$ cat config.mk
export PLATFORM = sky130hd
export DESIGN_NAME = rev_mul_seq
export DESIGN_NICKNAME = d
export VERILOG_FILES = /design/src/rtl/rmul_pkg.sv /design/src/rtl/rmul_tof_array.sv /design/src/rtl/rmul_ctrl_add.sv /design/src/rtl/rev_mul_seq.sv
export SDC_FILE = /design/constraint.sdc
export NUM_CORES = 1
export LEC_CHECK = 0
export BUFFER_PORTS_ARGS = -buffer_cell sky130_fd_sc_hd__buf_2
export CAP_MARGIN = 20
export CORE_MARGIN = 3
export CORE_UTILIZATION = 55
export DETAILED_ROUTE_END_ITERATION = 16
export PLACE_DENSITY_LB_ADDON = 0.25
export RECOVER_POWER = 100
export SKIP_LAST_GASP = 1
export SYNTH_ARGS = -nofsm -noshare
export SYNTH_HDL_FRONTEND = slang
export SYNTH_SLANG_ARGS = --single-unit
$ cat constraint.sdc
create_clock -name clk -period 3.4 [get_ports clk]
set_input_delay 0.17 -clock clk [delete_from_list [all_inputs] [get_ports clk]]
set_output_delay 0.17 -clock clk [all_outputs]
set_load 0.02 [all_outputs]
$ cat src/rtl/rmul_pkg.sv
package rmul_pkg;
  typedef enum logic [1:0] {
    ST_IDLE  = 2'd0,
    ST_ARRAY = 2'd1,
    ST_ADD   = 2'd2,
    ST_DONE  = 2'd3
  } rmul_state_e;
endpackage

$ cat src/rtl/rmul_tof_array.sv
// Row of controlled-controlled flips: tgt[i] ^= ctl & vec[i]
module rmul_tof_array #(
  parameter int N = 4
) (
  input  logic         ctl_i,
  input  logic [N-1:0] vec_i,
  input  logic [N-1:0] tgt_i,
  output logic [N-1:0] tgt_o
);
  for (genvar i = 0; i < N; i++) begin : g_flip
    assign tgt_o[i] = tgt_i[i] ^ (ctl_i & vec_i[i]);
  end
endmodule

$ cat src/rtl/rmul_ctrl_add.sv
// One controlled in-place add pass: when ctrl, win += addend, carry-out
// toggles ext_lo, ext_hi is returned untouched. Result registered.
module rmul_ctrl_add #(
  parameter int N = 4
) (
  input  logic         clk,
  input  logic         rst_n,
  input  logic         go_i,
  input  logic         ctrl_i,
  input  logic [N-1:0] addend_i,
  input  logic [N-1:0] win_i,
  input  logic         ext_lo_i,
  input  logic         ext_hi_i,
  output logic         fin_o,
  output logic [N-1:0] win_o,
  output logic         ext_lo_o,
  output logic         ext_hi_o
);
  logic [N:0]   carry;
  logic [N-1:0] sum;
  logic [N-1:0] win_d;
  logic         lo_d;

  assign carry[0] = 1'b0;
  for (genvar i = 0; i < N; i++) begin : g_rip
    assign sum[i]     = addend_i[i] ^ win_i[i] ^ carry[i];
    assign carry[i+1] = (addend_i[i] & win_i[i]) |
                        (win_i[i] & carry[i]) |
                        (addend_i[i] & carry[i]);
  end

  always_comb begin
    win_d = win_i;
    lo_d  = ext_lo_i;
    if (ctrl_i) begin
      win_d = sum;
      lo_d  = ext_lo_i ^ carry[N];
    end
  end

  always_ff @(posedge clk or negedge rst_n) begin
    if (!rst_n) begin
      fin_o    <= 1'b0;
      win_o    <= '0;
      ext_lo_o <= 1'b0;
      ext_hi_o <= 1'b0;
    end else begin
      fin_o <= go_i;
      if (go_i) begin
        win_o    <= win_d;
        ext_lo_o <= lo_d;
        ext_hi_o <= ext_hi_i;
      end
    end
  end
endmodule

$ cat src/rtl/rev_mul_seq.sv
module rev_mul_seq #(
  parameter int N  = 4,
  parameter int CW = $clog2(21*N*N + 1)
) (
  input  logic          clk,
  input  logic          rst_n,
  input  logic          start_i,
  input  logic [N-1:0]  op_a_i,
  input  logic [N-1:0]  op_b_i,
  output logic          done_o,
  output logic [2*N-1:0] prod_o,
  output logic          spare_o,
  output logic [N-1:0]  op_a_o,
  output logic [N-1:0]  op_b_o,
  output logic [CW-1:0] cost_o
);
  import rmul_pkg::*;

  localparam int PW = 2*N + 1;
  localparam int JW = (N > 1) ? $clog2(N) : 1;
  localparam logic [CW-1:0] TOF_COST = CW'(7*N);
  localparam logic [CW-1:0] ADD_COST = CW'(21*N + 14);
  localparam logic [JW-1:0] J_LAST   = JW'(N - 1);
  localparam logic [PW-1:0] WMASK    = PW'({(N+2){1'b1}});

  rmul_state_e   state_q, state_d;
  logic [N-1:0]  a_q, a_d, b_q, b_d;
  logic [PW-1:0] p_q, p_d;
  logic [JW-1:0] j_q, j_d;
  logic          busy_q, busy_d;
  logic [CW-1:0] cost_q, cost_d;

  logic [N-1:0]  tof_out;
  logic [PW-1:0] shifted;
  logic [PW-1:0] merged;
  logic          ad_go, ad_fin, ad_lo, ad_hi;
  logic [N-1:0]  ad_win;

  rmul_tof_array #(.N(N)) u_tof (
    .ctl_i (b_q[0]),
    .vec_i (a_q),
    .tgt_i (p_q[N-1:0]),
    .tgt_o (tof_out)
  );

  assign shifted = p_q >> j_q;
  assign ad_go   = (state_q == ST_ADD) && !busy_q;

  rmul_ctrl_add #(.N(N)) u_add (
    .clk      (clk),
    .rst_n    (rst_n),
    .go_i     (ad_go),
    .ctrl_i   (b_q[j_q]),
    .addend_i (a_q),
    .win_i    (shifted[N-1:0]),
    .ext_lo_i (shifted[N]),
    .ext_hi_i (shifted[N+1]),
    .fin_o    (ad_fin),
    .win_o    (ad_win),
    .ext_lo_o (ad_lo),
    .ext_hi_o (ad_hi)
  );

  assign merged = (p_q & ~(WMASK << j_q)) |
                  (PW'({ad_hi, ad_lo, ad_win}) << j_q);

  always_comb begin
    state_d = state_q;
    a_d     = a_q;
    b_d     = b_q;
    p_d     = p_q;
    j_d     = j_q;
    busy_d  = busy_q;
    cost_d  = cost_q;
    unique case (state_q)
      ST_IDLE, ST_DONE: begin
        if (start_i) begin
          a_d     = op_a_i;
          b_d     = op_b_i;
          p_d     = '0;
          cost_d  = '0;
          j_d     = '0;
          busy_d  = 1'b0;
          state_d = ST_ARRAY;
        end
      end
      ST_ARRAY: begin
        p_d     = {p_q[PW-1:N], tof_out};
        cost_d  = cost_q + TOF_COST;
        j_d     = JW'(1);
        state_d = (N > 1) ? ST_ADD : ST_DONE;
      end
      ST_ADD: begin
        if (ad_go) begin
          busy_d = 1'b1;
        end
        if (ad_fin) begin
          p_d    = merged;
          cost_d = cost_q + ADD_COST;
          busy_d = 1'b0;
          if (j_q == J_LAST) begin
            state_d = ST_DONE;
          end else begin
            j_d = j_q + JW'(1);
          end
        end
      end
      default: state_d = ST_IDLE;
    endcase
  end

  always_ff @(posedge clk or negedge rst_n) begin
    if (!rst_n) begin
      state_q <= ST_IDLE;
      a_q     <= '0;
      b_q     <= '0;
      p_q     <= '0;
      j_q     <= '0;
      busy_q  <= 1'b0;
      cost_q  <= '0;
    end else begin
      state_q <= state_d;
      a_q     <= a_d;
      b_q     <= b_d;
      p_q     <= p_d;
      j_q     <= j_d;
      busy_q  <= busy_d;
      cost_q  <= cost_d;
    end
  end

  assign done_o  = (state_q == ST_DONE);
  assign prod_o  = p_q[2*N-1:0];
  assign spare_o = p_q[2*N];
  assign op_a_o  = a_q;
  assign op_b_o  = b_q;
  assign cost_o  = cost_q;
endmodule

-- Yosys cells after proc, flatten, opt, wreduce, memory -nomap -nowiden
Index checks and enable logic that the tools add are counted.
- register bits after elaboration: 38
- bits of input ports: 11
- output and inout port bits: 27
- logic and storage cells: 96
- add/subtract/negate cells: 3
- $lt $le $gt $ge: 1
- equal/unequal tests: 9
- shift operators: 3
- mux-type cells: 21
- bitwise operators: 36
- reductions and logical operators: 11
- operators by type and width (kind ; number):
    $pmux W9 S3 ; 2
    $mux W9 ; 3
    $and A1 B1 Y1 ; 14
    $mux W2 ; 6
    $pmux W2 S3 ; 2
    $reduce_and A3 Y1 ; 4
    $xor A1 B1 Y1 ; 12
    $add A9 B5 Y9 const B ; 1
    $add A9 B7 Y9 const B ; 1
    $and A9 B9 Y9 ; 1
    $not A9 Y9 ; 1
    $or A9 B9 Y9 ; 1
    $shl A6 B2 Y9 ; 1
    $shl A6 B2 Y9 const A ; 1
    $shr A9 B2 Y6 ; 1
    $eq A2 B2 Y1 const B ; 3
    $or A1 B1 Y1 ; 6
    $mux W1 ; 5
    $mux W4 ; 1
    $ne A2 B1 Y1 const B ; 2
    $ne A2 B2 Y1 const B ; 2
    $reduce_and A2 Y1 ; 2
    $lt A2 B3 Y1 const B ; 1
    $ne A3 B1 Y1 const B ; 1
    other kinds (10) ; 10

-- Logic depth before layout (Yosys ltp)
- depth in word-level cells: 13
- mapped depth: 10
- gate-level depth less buffers: 9

-- By module
A second synthesis with hierarchy kept.
- cell total of the unflattened synthesis: 244
- area total of the unflattened synthesis: 2452.4 µm²
- modules (own cells, without submodules) (module ; instances ; cells an instance ; area an instance (µm²)):
    rev_mul_seq ; 1 ; 201 ; 1998.2
    rmul_ctrl_add ; 1 ; 35 ; 404.1
    rmul_tof_array ; 1 ; 8 ; 50.0

-- Least setup slack after synthesis
OpenSTA, ideal clock, no wires.
- path type: flip-flop to flip-flop
- start point: register j_q[0]
- end point: register u_add.win_o[3]
- library setup time: 0.076 ns
- data arrival time: 2.780 ns
- slack: 0.544 ns
- cell stages (with the launch flop): 10
- buffers on the path: 1
- cell sequence: dfrtp_1 -> buf_6 -> mux4_2 -> ha_1 -> fa_1 -> fa_1 -> inv_1 -> fa_1 -> mux2_1 -> o21ai_1
- word-level cells in the longest chain between the ends: 10
- RTL lines (element ; line ; text):
    start: declaration ; rev_mul_seq.sv:29 ; logic [JW-1:0] j_q, j_d;
    start signal: assignment ; rev_mul_seq.sv:126 ; j_q <= j_d;
    $shr A9 B2 Y6 ; rev_mul_seq.sv:46 ; assign shifted = p_q >> j_q;
    $and A1 B1 Y1 ; rmul_ctrl_add.sv:27 ; assign carry[i+1] = (addend_i[i] & win_i[i]) |
    $and A1 B1 Y1 ; rmul_ctrl_add.sv:28 ; (win_i[i] & carry[i]) |
    $or A1 B1 Y1 ; rmul_ctrl_add.sv:27 ;
    $or A1 B1 Y1 ; rmul_ctrl_add.sv:28 ;
    $and A1 B1 Y1 ; rmul_ctrl_add.sv:28 ;
    $or A1 B1 Y1 ; rmul_ctrl_add.sv:27 ;
    $or A1 B1 Y1 ; rmul_ctrl_add.sv:28 ;
    $xor A1 B1 Y1 ; rmul_ctrl_add.sv:26 ; assign sum[i] = addend_i[i] ^ win_i[i] ^ carry[i];
    $mux W4 * ; rmul_ctrl_add.sv:35 ; if (ctrl_i) begin
    end signal: assignment ; rmul_ctrl_add.sv:50 ; win_o <= win_d;
    end: declaration ; rmul_ctrl_add.sv:15 ; output logic [N-1:0] win_o,
Every way passes the cells marked *; elsewhere a longest branch is shown, timed or not. The select of a mux whose other input is x is not followed.
A chain may end at the register's enable or synchronous reset.

-- Worst setup path in the final report
- start point: register p_q[3]
- end point: register u_add.win_o[3]
- word-level cells in the longest chain between the ends: 10
- RTL lines (element ; line ; text):
    start: declaration ; rev_mul_seq.sv:28 ; logic [PW-1:0] p_q, p_d;
    start signal: assignment ; rev_mul_seq.sv:125 ; p_q <= p_d;
    $shr A9 B2 Y6 * ; rev_mul_seq.sv:46 ;
    $and A1 B1 Y1 ; rmul_ctrl_add.sv:27 ;
    $and A1 B1 Y1 ; rmul_ctrl_add.sv:28 ;
    $or A1 B1 Y1 ; rmul_ctrl_add.sv:27 ;
    $or A1 B1 Y1 ; rmul_ctrl_add.sv:28 ;
    $and A1 B1 Y1 ; rmul_ctrl_add.sv:28 ;
    $or A1 B1 Y1 ; rmul_ctrl_add.sv:27 ;
    $or A1 B1 Y1 ; rmul_ctrl_add.sv:28 ;
    $xor A1 B1 Y1 ; rmul_ctrl_add.sv:26 ;
    $mux W4 * ; rmul_ctrl_add.sv:35 ;
Every way passes the cells marked *; elsewhere a longest branch is shown, timed or not.

==> out/qor.csv <==
metric,value,unit
type of origin of the critical path,flop,
vias,1978,
Die Y,72.6,um
violated checks,"max-capacitance violations, max-slew violations",
fin nets,303,
Syn Nets,276,
post-synthesis cell count,251,
later-pin clock latency in the skew report,290,ps
Mapped Area,0.00244,mm2
endpoints failing setup,0,
"commonest non-fill, non-tap cell in the layout",dfrtp_1,
Fmax,0.342,GHz
drc violations,0,
Synth area leaders,"dfrtp_1, mux2i_1, ha_1, nand2_1, o21ai_0",
TNS Setup,0,ps
status,finished with violations,
Post-CTS Hold Fix Bufs,0,
Setup Buffers After CTS,0,
Post-synth EDFFs,0,
die area,0.00527,mm2
grt ovf,0,
leakage,0.00113,uW
Slew @ Worst Pin,2020,ps
Tot GR Track Use,0.224,
Yosys top cell area share,0.379,
Worst R2R Start,p_q[3],
RSZ-0062 raised after global routing,false,
PnR Total Power,2530,uW
Antenna Nets Post-Route,0,
Max Root-Sink Buffers,2,
Ys Warns,0,
Critical Path Start,p_q[3],
Area growth syn-to-layout,7.59,%
CTS sink count,37,
Root Driver,clkbuf_8,
dpl hpwl,3860,um
post-synthesis sequential area ratio,0.379,
Worst slew margin,-0.349,
CP max FO,6,
"Top FF cell, synth",dfrtp_1,
"Req. time, crit path",3610,ps
"FFs w/ async S/R, synth",1.00,
Post-Route WL,5440,um
H-tree Lvls,2,
CP Data Arrival Time,3140,ps
element type at the critical path end,flop,
ratio of cells with drive above 1 in the final layout,0.122,
register area,926,um2
Hold WS,105,ps
# IOs,38,
antenna diode count,0,
count of port buffers added during placement,36,
Initial Util,0.589,
first-pass GRT wire length,9140,um
Starting DRT DRC Count,171,
vias in the first global route,1823,
core area,0.00414,mm2
via density per instance,6.01,
"Period Utilization, post-route",0.860,
number of max-cap violations,1,
routed len/inst,16.5,um
multi-input logic area,0.00134,mm2
Synth cell types,52,
Mean Syn Cell Area,9.72,um2
number of synthesized register bits,37,
most frequent cells in the layout,"dfrtp_1, nand2_1, clkbuf_1",
row cnt,23,
DR pass1 iterations,4,
CTS resizes,0,
Filler cells,391,
Die W,72.6,um
Pwr Density,963,mW/mm2
clk slew on worst S/H paths,80,ps
final hold violation count,0,
antenna violations before repair,0,
total CTS buffers,5,
GP Congestion,0.813,
HP Start,op_b_i[0],
fin util,0.633,
CTS tree,done,
VDD IR-drop max,0.411,mV
Hold Crit Class,in2reg,
Max Clock Skew,5.34,ps
"Slew Viols, Final",38,
min Tclk post-route,2920,ps
Yosys top cell by area,dfrtp_1,
WS Path Type,reg2reg,
largest net degree at the start of global routing,38,
==> path summary, 6_finish.rpt <==
path / to / slack (ps) / cells past startpoint
hold reg to reg: cost_o[8] / 470 / 1
hold / removal: op_b_o[0] / 100 / 2
setup / recovery: u_add.win_o[3] / 480 / 8
setup reg to reg: u_add.win_o[3] / 480 / 8
max in group asynchronous: op_b_o[2] / 1790 / 1
min in group asynchronous: cost_o[6] / 450 / 1
==> layout make-up <==
| cell class | instances | share of cell area |
|---|---|---|
| Inverter | 14 | 0.0200 |
| Multi-Input combinational cell | 182 | 0.510 |
| Timing Repair Buffer | 38 | 0.0615 |
| Sequential cell | 37 | 0.353 |
| Clock buffer | 6 | 0.0276 |
| Tap cell | 50 | 0.0238 |
| Clock inverter | 2 | 0.00381 |
==> cell usage after synthesis (2+ instances only) <==
master	n
a21oi_1	7
a221oi_1	2
a22o_1	2
a22oi_1	3
a31o_2	2
a32o_1	4
a32oi_1	2
buf_2	4
buf_4	3
buf_6	4
clkbuf_1	7
dfrtp_1	37
fa_1	3
ha_1	11
inv_1	13
mux2_2	9
mux2i_1	21
mux4_2	2
nand2_1	31
nand2b_1	5
nand3_1	5
nor2_1	10
nor3_1	3
nor3b_1	3
nor4_1	2
o211ai_1	2
o21ai_0	22
o22ai_1	2
or2_2	2
or2b_1	2
xnor2_1	3
xor2_1	3
==> through the flow <==
stage          cells  setup WS [ps]  area [um2]
3_3_place_gp     321            583        2580
4_1_cts          329            487        2670
6_report         329            476        2630
2_1_floorplan    251            544        2440
5_1_grt          329            290        2630
3_5_place_dp     321            505        2580
==> flip-flops by register name, summed over array words and instances (netlist names) <==
| register | count |
|---|---|
| busy_q | 1 |
| u_add.ext_hi_o | 1 |
| p_q | 9 |
| op_b_o | 4 |
| op_a_o | 4 |
| state_q | 2 |
| u_add.win_o | 4 |
| cost_o | 8 |
| u_add.ext_lo_o | 1 |
| u_add.fin_o | 1 |
| j_q | 2 |
==> logic make-up (layout without fill, tap and decap cells) <==
logic type / count (synthesis) / count (layout) / share of synthesized area
multiplexers: 33 / 33 / 0.151
flip-flops: 37 / 37 / 0.379
AND/OR/NAND/NOR: 70 / 70 / 0.140
AO/OA/AOI/OAI: 58 / 58 / 0.157
adder cells (fa/ha/maj): 14 / 14 / 0.0810
XOR/XNOR: 6 / 6 / 0.0215
buffers and inverters: 32 / 60 / 0.0682
other: 1 / 1 / 0.00154
==> layer usage <==
metal,GRT usage,part of all wire,wire (um)
met1,0.327,0.46,2500
met2,0.338,0.47,2530
met3,0.0496,0.067,364
met4,0.0594,0.0088,48
met5,0,0,0
==> power breakdown <==
group	total [uW]	switching, uW	internal, uW
Clock	302	160	142
Combinational	1410	844	563
Sequential	819	219	600
==> worst max-delay path, cell delays in order, from the launching register on <==
cell and delay (ps):
dfrtp_1 460, mux4_2 520, ha_1 210, fa_1 380
fa_1 360, inv_1 80, fa_1 410, mux2_1 300
o21ai_0 140
Note: power is estimated with default switching activity, not from simulation.
